[src/rtl/imx_pkg.sv]
package imx_pkg;
  typedef enum logic [1:0] {
    CLS_PLAIN = 2'b00,
    CLS_AUG   = 2'b01,
    CLS_ALT   = 2'b10,
    CLS_RSVD  = 2'b11
  } op_class_e;
endpackage

[src/rtl/imx_aug_hold.sv]
module imx_aug_hold #(
  parameter int HI_W = 23
) (
  input  logic            clk,
  input  logic            rst_n,
  input  logic            load,
  input  logic            consume,
  input  logic [HI_W-1:0] load_bits,
  output logic [HI_W-1:0] hold_bits,
  output logic            pending
);
  // a new prefix wins over consumption; both cannot occur on one instruction
  always_ff @(posedge clk) begin
    if (!rst_n) begin
      pending   <= 1'b0;
      hold_bits <= '0;
    end else if (load) begin
      pending   <= 1'b1;
      hold_bits <= load_bits;
    end else if (consume) begin
      pending   <= 1'b0;
    end
  end
endmodule

[src/rtl/imx_sel.sv]
module imx_sel
  import imx_pkg::*;
#(
  parameter int IMM_W  = 9,
  parameter int WORD_W = 32,
  localparam int HI_W  = WORD_W - IMM_W
) (
  input  logic              valid,
  input  op_class_e         cls,
  input  logic              imm,
  input  logic              legacy,
  input  logic [IMM_W-1:0]  sfield,
  input  logic              alt_pending,
  input  logic [IMM_W-1:0]  alt_addr,
  input  logic              aug_pending,
  input  logic [HI_W-1:0]   hold_bits,
  input  logic [WORD_W-1:0] sdata,
  output logic [WORD_W-1:0] s_eff,
  output logic              aug_use,
  output logic              aug_consume
);
  function automatic logic [WORD_W-1:0] widen(input logic [HI_W-1:0] hi,
                                              input logic [IMM_W-1:0] lo,
                                              input logic use_hi);
    return use_hi ? {hi, lo} : {{HI_W{1'b0}}, lo};
  endfunction

  logic [IMM_W-1:0] field;
  logic             is_plain;

  always_comb begin
    field       = alt_pending ? alt_addr : sfield;
    is_plain    = (cls == CLS_PLAIN) || (cls == CLS_RSVD);
    aug_use     = imm && aug_pending && (is_plain || (cls == CLS_ALT && legacy));
    aug_consume = valid && imm && aug_pending && is_plain;
    if (cls == CLS_ALT && !imm) s_eff = sdata;
    else                        s_eff = widen(hold_bits, field, aug_use);
  end
endmodule

[src/rtl/imx_alt_unit.sv]
module imx_alt_unit #(
  parameter int IMM_W  = 9,
  parameter int WORD_W = 32,
  localparam int SRC_W = 2 * IMM_W
) (
  input  logic              clk,
  input  logic              rst_n,
  input  logic              fire,
  input  logic              advance,
  input  logic [SRC_W-1:0]  src,
  input  logic [WORD_W-1:0] dval,
  output logic              alt_pending,
  output logic [IMM_W-1:0]  alt_addr,
  output logic [WORD_W-1:0] ptr_wdata
);
  function automatic logic [IMM_W-1:0] base_addr(input logic [WORD_W-1:0] d,
                                                 input logic [SRC_W-1:0] s);
    logic [WORD_W-1:0] sum;
    sum = d + {{(WORD_W-IMM_W){1'b0}}, s[IMM_W-1:0]};
    return sum[IMM_W-1:0];
  endfunction

  function automatic logic [WORD_W-1:0] stepped(input logic [WORD_W-1:0] d,
                                                input logic [SRC_W-1:0] s);
    return d + {{(WORD_W-IMM_W){s[SRC_W-1]}}, s[SRC_W-1:IMM_W]};
  endfunction

  assign ptr_wdata = stepped(dval, src);

  always_ff @(posedge clk) begin
    if (!rst_n) begin
      alt_pending <= 1'b0;
      alt_addr    <= '0;
    end else if (fire) begin
      alt_pending <= 1'b1;
      alt_addr    <= base_addr(dval, src);
    end else if (advance) begin
      alt_pending <= 1'b0;
    end
  end
endmodule

[src/rtl/imm_ext_unit.sv]
module imm_ext_unit
  import imx_pkg::*;
#(
  parameter int IMM_W  = 9,
  parameter int WORD_W = 32,
  localparam int HI_W  = WORD_W - IMM_W
) (
  input  logic              clk,
  input  logic              rst_n,
  input  logic              legacy_mode,
  input  logic              in_valid,
  input  logic [1:0]        in_class,
  input  logic              in_imm,
  input  logic [IMM_W-1:0]  in_sfield,
  input  logic [HI_W-1:0]   in_aug_bits,
  input  logic [WORD_W-1:0] in_dval,
  input  logic [WORD_W-1:0] in_sdata,
  input  logic              irq_req,
  output logic [WORD_W-1:0] s_value,
  output logic              ptr_we,
  output logic [WORD_W-1:0] ptr_wdata,
  output logic              aug_pending,
  output logic              alt_pending,
  output logic              irq_ack
);
  op_class_e        cls;
  logic [HI_W-1:0]  hold_bits;
  logic [IMM_W-1:0] alt_addr;
  logic             aug_use;
  logic             aug_consume;
  logic             aug_load;
  logic             alt_fire;
  logic             alt_advance;

  assign cls         = op_class_e'(in_class);
  assign aug_load    = in_valid && (cls == CLS_AUG);
  assign alt_fire    = in_valid && (cls == CLS_ALT);
  assign alt_advance = in_valid && (cls != CLS_ALT);
  assign ptr_we      = alt_fire;
  assign irq_ack     = irq_req && !aug_pending;

  imx_aug_hold #(.HI_W(HI_W)) u_aug (
    .clk       (clk),
    .rst_n     (rst_n),
    .load      (aug_load),
    .consume   (aug_consume),
    .load_bits (in_aug_bits),
    .hold_bits (hold_bits),
    .pending   (aug_pending)
  );

  imx_sel #(.IMM_W(IMM_W), .WORD_W(WORD_W)) u_sel (
    .valid       (in_valid),
    .cls         (cls),
    .imm         (in_imm),
    .legacy      (legacy_mode),
    .sfield      (in_sfield),
    .alt_pending (alt_pending),
    .alt_addr    (alt_addr),
    .aug_pending (aug_pending),
    .hold_bits   (hold_bits),
    .sdata       (in_sdata),
    .s_eff       (s_value),
    .aug_use     (aug_use),
    .aug_consume (aug_consume)
  );

  imx_alt_unit #(.IMM_W(IMM_W), .WORD_W(WORD_W)) u_alt (
    .clk         (clk),
    .rst_n       (rst_n),
    .fire        (alt_fire),
    .advance     (alt_advance),
    .src         (s_value[2*IMM_W-1:0]),
    .dval        (in_dval),
    .alt_pending (alt_pending),
    .alt_addr    (alt_addr),
    .ptr_wdata   (ptr_wdata)
  );
endmodule

[config.mk]
export PLATFORM = sky130hd
export DESIGN_NAME = imm_ext_unit
export DESIGN_NICKNAME = d
export VERILOG_FILES = /design/src/rtl/imx_pkg.sv /design/src/rtl/imx_aug_hold.sv /design/src/rtl/imx_sel.sv /design/src/rtl/imx_alt_unit.sv /design/src/rtl/imm_ext_unit.sv
export SDC_FILE = /design/constraint.sdc
export NUM_CORES = 1
export LEC_CHECK = 0
export BUFFER_PORTS_ARGS = -buffer_cell sky130_fd_sc_hd__buf_4
export CORE_MARGIN = 1.5
export CORE_UTILIZATION = 40
export CTS_CLUSTER_DIAMETER = 30
export DETAILED_ROUTE_END_ITERATION = 10
export PLACE_DENSITY = 0.71
export SLEW_MARGIN = 10
export SYNTH_ARGS = -nofsm -noshare
export SYNTH_HDL_FRONTEND = slang
export SYNTH_SLANG_ARGS = --single-unit
[constraint.sdc]
create_clock -name clk -period 13 [get_ports clk]
set_clock_uncertainty 0.05 [all_clocks]
set_input_delay 2.6 -clock clk [delete_from_list [all_inputs] [get_ports clk]]
set_output_delay 2.6 -clock clk [all_outputs]
set_load 0.02 [all_outputs]
==> impl_metrics.csv <==
group,metric,value,unit
sta,setup_violations,0,
placement,dp_cells,783,
sta,min_period_over_period,0.7108,
placement,place.gp.congestion,0.9150,
sta,hold_viol,0,
clock_network,cts_tree,"built",
setup_path,end_kind,"output port",
sta,rsz0062_at_grt,"no",
layout,finish.utilization,0.5710,
min_path,hold_path_class,"reg -> reg",
synthesis,yosysMostFrequentCell,"nand2_1",
clock_network,clkTransAtPathRegs,0.07,ns
floorplan,core_area,9284,um2
layout,syn2layout_area_growth,37.61,%
sta,tns,0,ns
clock_network,cts_sinks,34,
floorplan,die_h,101.1,um
setup_path,cp_top_family,"compound AO/OA/AOI/OAI gates",
synthesis,syn_area,3852,um2
setup_path,crit_type,"in -> out",
global_route,grt_util_all_layers,0.2403,
layout,nNetsFinal,811,
setup_path,setup.worst_path.start,"in_class[0]",
synthesis,synth_common_cells,"93 x nand2_1, 44 x ha_1, 37 x a21oi_1",
setup_path,startpoint_type,"primary input",
global_route,grt_pass1_vias,4106,
min_path,worstHoldStart,"u_aug.hold_bits[2]",
synthesis,ys.warnings.count,0,
setup_path,cpPeakStageDelay,0.96,ns
setup_path,r2r_start,"u_alt.alt_pending",
placement,dp_hpwl,9833,um
setup_path,worst-path-buf-inv,4,
setup_path,crit_chain,"buf_4 > inv_1 > ha_1 > nor2b_2 > buf_4 > a22o_1 > ha_1 > a21oi_1 > o21ai_0 > a21oi_1 > a21bo_2 > a2111oi_4 > o41ai_2 > xor2_1 > buf_4",
drt,wirelength,12330,um
floorplan,placementRows,35,
drt,routed-via-count,4282,
sta,fin_ws,3.759,ns
synthesis,yosys-top-cells-area,"dfxtp_1 18%, ha_1 14%, nand2_1 9.1%",
power,power,0.3562,mW
sta,slew_viol_final,0,
power,p_per_area,67.19,nW/um2
synthesis,synthesis.nets,659,
floorplan,pin_count,172,
synthesis,synth_edf_count,0,
floorplan,dieArea,10230,um2
power,peakVddDrop,0.04331,mV
setup_path,cp_data_arrival_time,6.59,ns
placement,pre_cts_ws,3.851,ns
global_route,grt_pass1_wl,19680,um
layout,diodes,0,
floorplan,initial_core_util,0.4150,
synthesis,synthFlopType,"dfxtp_1",
clock_network,cts_resized,0,
synthesis,synth-async-reset-ratio,0,
layout,fin_cells,791,
synthesis,synth.top_cell.area_share,0.1767,
global_route,antenna_found_initial,0,
placement,place_area,5206,um2
drt,drt-initial-drc-count,189,
drt,post_drt_wl_per_cell,15.58,um
synthesis,synth_cell_types,59,
floorplan,fp.dieW,101.1,um
clock_network,cts_setup_buffers,0,
drt,drc_errors,0,
sta,fmax,0.1082,GHz
status,status,"complete, no violations",
synthesis,synth_area_per_cell,7.569,um2
drt,ant_nets,0,
drt,first_pass_iters,4,
sta,holdWs,0.4137,ns
clock_network,cts_root_buffer,"clkbuf_8",
clock_network,clkLatencyLatePin,0.29,ns
layout,final_area,5301,um2
sta,tightest_slew,1.132,ns
synthesis,netlist_instances,509,
clock_network,numCtsBuffers,5,
layout,drive_above_1_share,0.2991,
power,p_leak,2.548,nW
clock_network,clockBufferDepth,2,
placement,numPortBuffers,171,
clock_network,cts_hold_buf,0,
setup_path,crit_top_cell,"buf_4",
global_route,grt-ovfl-total,0,
global_route,grt_max_degree,42,
setup_path,crit_fanout,41,
synthesis,ys_seq_area_frac,0.1767,
drt,via_per_inst,5.413,
synthesis,synth_top_area_cell,"dfxtp_1",
clock_network,h-tree-depth,2,
sta,max_slew_margin,0.2454,
synthesis,ys_ff_latch,34,
flow_run,maxCapViolCount,0,
sta,min_period,9.241,ns
setup_path,crit_required,10.35,ns
setup_path,slowest_stage,"a22o_1",
==> layout by cell type (no fill, tap or decap), types with 2 or more instances in the layout <==
cell / Yosys / final
a211oi_1: 4 / 4
a21boi_0: 27 / 27
a21o_1: 21 / 21
a21oi_1: 37 / 37
a21oi_2: 3 / 3
a22o_1: 23 / 23
a22oi_1: 2 / 2
a31oi_1: 3 / 3
and2_1: 4 / 4
and3_1: 3 / 3
buf_4: 0 / 173
clkbuf_8: 0 / 6
dfxtp_1: 34 / 34
fa_1: 2 / 2
ha_1: 44 / 44
inv_1: 14 / 14
mux2i_1: 9 / 9
nand2_1: 93 / 93
nand2b_1: 3 / 3
nand3_1: 7 / 7
nand4_1: 7 / 7
nor2_1: 16 / 15
nor2b_1: 7 / 6
nor2b_2: 1 / 2
nor3_1: 8 / 8
nor4_1: 2 / 2
o211ai_1: 5 / 5
o21a_1: 6 / 6
o21ai_0: 27 / 27
o21ai_1: 4 / 4
o21bai_1: 2 / 2
o41ai_1: 2 / 2
or3_1: 3 / 3
or4_1: 2 / 2
xnor2_1: 21 / 21
xor2_1: 12 / 12
==> routing by layer <==
layer | share of wire | routed length, um | GRT usage | vias up
li1 | - | - | - | 2154
met3 | 0.067 | 823 | 0.05176 | 15
met1 | 0.41 | 5068 | 0.2816 | 1977
met2 | 0.51 | 6281 | 0.4476 | 136
met4 | 0.012 | 153 | 0.05128 | 0
met5 | 0 | 0 | 0 | -
==> tightest hold or removal path, stage by stage (launching register included) <==
cell and delay [ns]:
dfxtp_1 0.31, nand2_1 0.05, a21boi_0 0.06
==> path summary, 6_finish.rpt <==
path	to	slack, ns	cells after the start
max reg2reg	u_alt.alt_addr[7]	9.63	12
min	u_aug.hold_bits[2]	0.41	2
max	ptr_wdata[30]	3.76	15
min reg2reg	u_aug.hold_bits[2]	0.41	2
==> cells by family after synthesis <==
family          synth area share
compound gates            0.3387
simple gates              0.1893
fa+ha+maj                 0.1533
buf+inv                  0.04352
flops                     0.1767
xor+xnor                 0.07503
mux                      0.02339
==> final cells by class <==
type	instances	area, um2
Fill cell	904	3983
Timing Repair Buffer	173	1299
Clock buffer	6	82.58
Inverter	15	56.30
Tap cell	129	161.4
Sequential cell	34	680.7
Clock inverter	2	12.51
Multi-Input combinational cell	432	3009
==> where the power goes <==
part / switching [mW] / total [mW] / leakage, nW / internal, mW
combinational: 0.0859 / 0.161 / 2.22 / 0.0749
clock: 0.0415 / 0.0841 / 0.0472 / 0.0426
sequential: 0.00304 / 0.111 / 0.276 / 0.108
total: 0.130 / 0.356 / 2.55 / 0.226
==> sequential cells by signal, summed over array words and instances, names as in the netlist <==
register and count:
u_aug.pending 1, u_alt.alt_addr 9, u_alt.alt_pending 1, u_aug.hold_bits 23
(Power assumes the default switching activity.)
